### config.mk
export PLATFORM = sky130hd
export DESIGN_NAME = spec_order_ctrl
export DESIGN_NICKNAME = d
export VERILOG_FILES = /design/src/rtl/spec_order_pkg.sv /design/src/rtl/spec_trigger.sv /design/src/rtl/spec_defer_timer.sv /design/src/rtl/spec_order_ctrl.sv
export SDC_FILE = /design/constraint.sdc
export NUM_CORES = 1
export LEC_CHECK = 0
export CORE_ASPECT_RATIO = 0.7
export CORE_UTILIZATION = 55
export CTS_CLUSTER_DIAMETER = 150
export DETAILED_ROUTE_END_ITERATION = 16
export PLACE_DENSITY = 0.83
export SLEW_MARGIN = 30
export SYNTH_ARGS = -nofsm -noshare
export SYNTH_HDL_FRONTEND = slang
export SYNTH_HIERARCHICAL = 1
export SYNTH_SLANG_ARGS = --single-unit
### constraint.sdc
create_clock -name clk -period 6.4 [get_ports clk]
set_clock_uncertainty 0.15 [all_clocks]
set_input_delay 1.28 -clock clk [delete_from_list [all_inputs] [get_ports clk]]
set_output_delay 1.28 -clock clk [all_outputs]
set_load 0.02 [all_outputs]
### src/rtl/spec_order_pkg.sv
package spec_order_pkg;

  typedef enum logic [1:0] {
    MDL_STRICT  = 2'd0,
    MDL_STORDER = 2'd1,
    MDL_RELAXED = 2'd2,
    MDL_RSVD    = 2'd3
  } model_e;

  typedef enum logic [2:0] {
    ST_IDLE   = 3'd0,
    ST_SPEC   = 3'd1,
    ST_AB_SB  = 3'd2,
    ST_AB_L1  = 3'd3,
    ST_AB_RST = 3'd4
  } ctl_state_e;

endpackage

### src/rtl/spec_trigger.sv
module spec_trigger
  import spec_order_pkg::*;
(
  input  logic [1:0] model_sel,
  input  logic       rt_load,
  input  logic       rt_store,
  input  logic       rt_atomic,
  input  logic       rt_fence,
  input  logic       atomic_miss,
  input  logic       sb_empty,
  output logic       trig
);

  logic sb_busy;
  assign sb_busy = ~sb_empty;

  always_comb begin
    unique case (model_e'(model_sel))
      MDL_STORDER: trig = (rt_store | rt_atomic) & sb_busy;
      MDL_RELAXED: trig = (rt_fence & sb_busy) | (rt_atomic & atomic_miss);
      default:     trig = rt_load & sb_busy;
    endcase
  end

endmodule

### src/rtl/spec_defer_timer.sv
module spec_defer_timer #(
  parameter int LIMIT = 4000
) (
  input  logic clk,
  input  logic rst_n,
  input  logic start,
  input  logic clear,
  output logic active,
  output logic expired
);

  localparam int CW = $clog2(LIMIT + 1);
  localparam logic [CW-1:0] CNT_MAX = CW'(LIMIT);
  localparam logic [CW-1:0] CNT_ONE = CW'(1);

  logic          act_q, act_d;
  logic [CW-1:0] cnt_q, cnt_d;
  logic          upd_en;

  always_comb begin
    act_d = act_q;
    cnt_d = cnt_q;
    if (clear) begin
      act_d = 1'b0;
      cnt_d = '0;
    end else if (start) begin
      act_d = 1'b1;
      cnt_d = CNT_ONE;
    end else if (act_q && (cnt_q != CNT_MAX)) begin
      cnt_d = cnt_q + CNT_ONE;
    end
  end

  assign upd_en = clear | start | act_q;

  always_ff @(posedge clk or negedge rst_n) begin
    if (!rst_n) begin
      act_q <= 1'b0;
      cnt_q <= '0;
    end else if (upd_en) begin
      act_q <= act_d;
      cnt_q <= cnt_d;
    end
  end

  assign active  = act_q;
  assign expired = act_q & (cnt_q == CNT_MAX);

endmodule

### src/rtl/spec_order_ctrl.sv
module spec_order_ctrl
  import spec_order_pkg::*;
#(
  parameter int DEFER_LIMIT = 4000
) (
  input  logic       clk,
  input  logic       rst_n,
  input  logic [1:0] model_sel,
  input  logic       cov_en,
  input  logic       rt_load,
  input  logic       rt_store,
  input  logic       rt_atomic,
  input  logic       rt_fence,
  input  logic       atomic_miss,
  input  logic       sb_empty,
  input  logic       violation,
  input  logic       force_commit,
  output logic       take_ckpt,
  output logic       commit,
  output logic       spec_active,
  output logic       defer_req,
  output logic       retire_stall,
  output logic       pipe_flush,
  output logic       sb_spec_inval,
  output logic       cache_cond_inval,
  output logic       spec_bits_clear,
  output logic       ckpt_restore
);

  ctl_state_e st_q, st_d;
  logic forced_q, forced_d;
  logic rmw_q, rmw_d;
  logic cool_q, cool_d;

  logic trig, in_idle, in_spec, aborting, ev_any, atom_ret;
  logic new_defer, abort_go, tmr_active, tmr_expired, tmr_clear;

  spec_trigger u_trig (
    .model_sel   (model_sel),
    .rt_load     (rt_load),
    .rt_store    (rt_store),
    .rt_atomic   (rt_atomic),
    .rt_fence    (rt_fence),
    .atomic_miss (atomic_miss),
    .sb_empty    (sb_empty),
    .trig        (trig)
  );

  spec_defer_timer #(.LIMIT(DEFER_LIMIT)) u_tmr (
    .clk     (clk),
    .rst_n   (rst_n),
    .start   (new_defer),
    .clear   (tmr_clear),
    .active  (tmr_active),
    .expired (tmr_expired)
  );

  assign in_idle  = (st_q == ST_IDLE);
  assign in_spec  = (st_q == ST_SPEC);
  assign aborting = (st_q == ST_AB_SB) | (st_q == ST_AB_L1) | (st_q == ST_AB_RST);
  assign ev_any   = rt_load | rt_store | rt_atomic | rt_fence;

  assign retire_stall = (in_idle & cool_q & trig) | (in_spec & forced_q) | aborting;
  assign atom_ret     = rt_atomic & ~retire_stall;

  assign take_ckpt = in_idle & ~cool_q & trig;
  assign commit    = in_spec & sb_empty & ~rmw_q & ~atom_ret;
  assign new_defer = in_spec & ~commit & violation & cov_en & ~tmr_active;
  assign abort_go  = in_spec & ~commit &
                     ((violation & ~cov_en & ~tmr_active) | tmr_expired);
  assign tmr_clear = commit | abort_go;
  assign defer_req = new_defer | (tmr_active & ~tmr_expired);

  assign spec_active      = in_spec;
  assign pipe_flush       = (st_q == ST_AB_SB);
  assign sb_spec_inval    = (st_q == ST_AB_SB);
  assign cache_cond_inval = (st_q == ST_AB_L1);
  assign spec_bits_clear  = commit | (st_q == ST_AB_L1);
  assign ckpt_restore     = (st_q == ST_AB_RST);

  always_comb begin
    st_d = st_q;
    unique case (st_q)
      ST_IDLE:   if (take_ckpt) st_d = ST_SPEC;
      ST_SPEC: begin
        if (commit)        st_d = ST_IDLE;
        else if (abort_go) st_d = ST_AB_SB;
      end
      ST_AB_SB:  st_d = ST_AB_L1;
      ST_AB_L1:  st_d = ST_AB_RST;
      ST_AB_RST: st_d = ST_IDLE;
      default:   st_d = ST_IDLE;
    endcase
  end

  always_comb begin
    forced_d = forced_q;
    if (commit | abort_go)        forced_d = 1'b0;
    else if (in_spec & force_commit) forced_d = 1'b1;

    rmw_d = (take_ckpt & rt_atomic) | (in_spec & atom_ret);

    cool_d = cool_q;
    if (st_q == ST_AB_RST)                   cool_d = 1'b1;
    else if (in_idle & ev_any & ~retire_stall) cool_d = 1'b0;
  end

  always_ff @(posedge clk or negedge rst_n) begin
    if (!rst_n) begin
      st_q     <= ST_IDLE;
      forced_q <= 1'b0;
      rmw_q    <= 1'b0;
      cool_q   <= 1'b0;
    end else begin
      st_q     <= st_d;
      forced_q <= forced_d;
      rmw_q    <= rmw_d;
      cool_q   <= cool_d;
    end
  end

endmodule

==> impl_metrics.yaml <==
layout:
  final-seq-area_sq_um: 475
  stdcell_count: 191
  nets: 175
  n_antenna_cell: 0
  fill_cells: 175
  final_cell_mix: "22 x clkdlybuf4s50_1, 19 x dfrtp_1, 10 x a21oi_1"
  layout_commonest_cell: "clkdlybuf4s50_1"
  design_area_sq_mm: 0.00151
  multi_input_area_sq_um: 708
  layout-drive-gt1-share_pct: 8.18
  area_growth_syn_to_layout_pct: 20.0
  final_util_pct: 70.0
yosys:
  async_reset_ff_share_pct: 100
  syn_inst: 139
  synth_fa_ha_area_share_pct: 1.99
  synthMuxAreaShare_pct: 1.59
  synth_compound_area_share_pct: 22.4
  synth_simple_gate_area_share_pct: 29.7
  synth_top_family_by_area: "simple AND/OR/NAND/NOR gates"
  synth_cell_type_count: 49
  ys_ff_latch: 19
  synth_edf_count: 0
  syn-cell-area_sq_mm: 0.00126
  synth_xor_area_share_pct: 0.697
  yosysTopAreaCell: "dfrtp_1"
  ys_warn_count: 6
  syn_avg_cell_area_sq_um: 9.04
  ys_seq_area_share_pct: 37.8
  syn-num-nets: 154
  synth_flop_cell: "dfrtp_1"
  synth_area_leaders: "dfrtp_1 38%, a21oi_1 4.0%, nand4_1 3.0%"
  synth_top_area_share_pct: 37.8
grt:
  grt_pass1_vias: 1107
  grt_pass1_wl_um: 5040
  antenna_found_initial: 0
  grt_max_degree: 20
  grt.total_usage_pct: 26.8
  overflow: 0
floorplan:
  die-area_sq_mm: 0.00248
  initial_core_util_pct: 58.3
  die_h_um: 42.0
  ios: 23
  dieWidth_um: 59.1
  rows: 14
  core-area_sq_mm: 0.00215
placed_design:
  dp_hpwl_um: 2250
  port-buffer-count: 22
  placed_cell_area_sq_mm: 0.00148
  finalWeightedCongestion: 0.842
  place_ws_ps: 1090
  placedCellCount: 187
critical_path:
  cp_max_fo: 7
  reg2reg_slack_ps: 3850
  critPathKind: "in2out"
  r2r-start: "u_tmr/cnt_q[2]"
  setup.worst_path.start_class: "input pin"
  cp-end-kind: "output pin"
  worst_r2r_path_depth: 8
  cp.required_ps: 4970
  r2r-end: "u_tmr/cnt_q[10]"
  crit_arrival_ps: 3930
cts:
  hold_buffers: 0
  clk-insertion-delay-late_ps: 300
  clock-root-buffer: "clkbuf_4"
  clk_path_buf_depth: 2
  ctsResizeCount: 0
  postCtsSetupBuffers: 0
  clock-sinks: 19
  clkSlewWorstSetupHoldPaths_ps: 110
  cts_tree: "yes"
  cts_max_level: 1
  cts_made_buffers: 3
hold_path:
  whs_endpoint: "cool_q"
  whs_path_depth: 1
  worstHoldStart: "cool_q"
  hold_path.class: "reg2reg"
power_and_ir_drop:
  power_mw: 0.529
  leakagePower_nw: 0.617
  cellPowerDensity_mw_per_mm2: 351
  ir_worst_vdd_v: 0.000164
route:
  vias: 1182
  drtIter0Drc: 87
  met2_length_um: 1270
  drc: 0
  wl_per_cell_um: 15.3
  totalWireLength_um: 2930
  drtPass1Iterations: 4
  wl_met1_um: 1440
  avgViaCountPerCell: 6.19
  met3_length_um: 209
  highest_layer: "met4"
  ant_nets: 0
timing:
  tns_ps: 0
  fin_ws_ps: 1040
  relSlewSlack_pct: 43.4
  fin_crit_sh_pct: 83.7
  setup_viol: 0
  hold_viol: 0
  hold_slack_ps: 405
  tightest_slew_ps: 847
  rsz0062_at_grt: "no"
  fin_crit_ps: 5360
  max_freq_ghz: 0.187
  slew_viol_final: 0
run_status:
  outcome: "finished, final reports clean"
job:
  maxCapViolations: 0
Yosys cell counts (2+ instances only):
library cell and n:
a21o_1 2, nand2_1 8, or3_2 2, a31oi_1 3, nor2_1 9, nand4_1 6
and3_1 2, buf_4 3, or4_1 2, and4_1 3, nand3b_1 2, mux2i_1 2
or2_2 2, dfrtp_1 19, nor2b_1 3, o2111ai_1 2, a21oi_1 10, or3_1 3
nor3b_1 3, nand2b_1 2, o311ai_0 2, nand3_1 3, clkbuf_1 2, ha_1 2
inv_1 9, nor3_1 4, o21ai_0 4, o31ai_1 2, o41ai_1 3
worst max-delay path by stage:
stage	from	depth (start not counted)	to
5_1_grt	rt_atomic	8	defer_req
2_1_floorplan	rt_atomic	6	defer_req
3_3_place_gp	rt_atomic	8	defer_req
6_report	rt_atomic	8	defer_req
4_1_cts	rt_atomic	8	defer_req
3_5_place_dp	rt_atomic	8	defer_req
metal layers:
metal  track usage [%]  up-vias
met2              37.5       50
met5                 0        -
met3              6.17        2
li1                  -      573
met1              42.4      557
met4              4.76        0
registers in the layout, indices dropped and copies added (netlist names):
signal	flops
cool_q	1
u_tmr/cnt_q	12
st_q	3
forced_q	1
rmw_q	1
u_tmr/active	1
cells by family after synthesis:
group | count (synthesis)
buffers and inverters | 16
adder cells (fa/ha/maj) | 2
multiplexers | 2
AO/OA/AOI/OAI | 39
flip-flops | 19
XOR/XNOR | 1
AND/OR/NAND/NOR | 60
power by group:
part	switching, mW	internal, mW
clock network	0.0379	0.0243
logic	0.137	0.123
registers	0.0588	0.148
total	0.234	0.295
worst max-delay path: stages:
cell and delay [ps]:
clkdlybuf4s50_1 520, or3b_1 410, o2111ai_1 120, o311ai_1 200, a211oi_2 300, a221o_1 290
a41o_1 190, clkdlybuf4s50_1 600
cell type report:
| class | count | share of cell area (%) |
|---|---|---|
| multi-input cells | 104 | 47.0 |
| flip-flops and latches | 19 | 31.5 |
| repair buffers | 22 | 14.6 |
| well taps | 32 | 2.66 |
| inverters | 10 | 2.49 |
| clock buffers | 4 | 1.74 |
No activity file was read; power rests on OpenSTA's default activity.
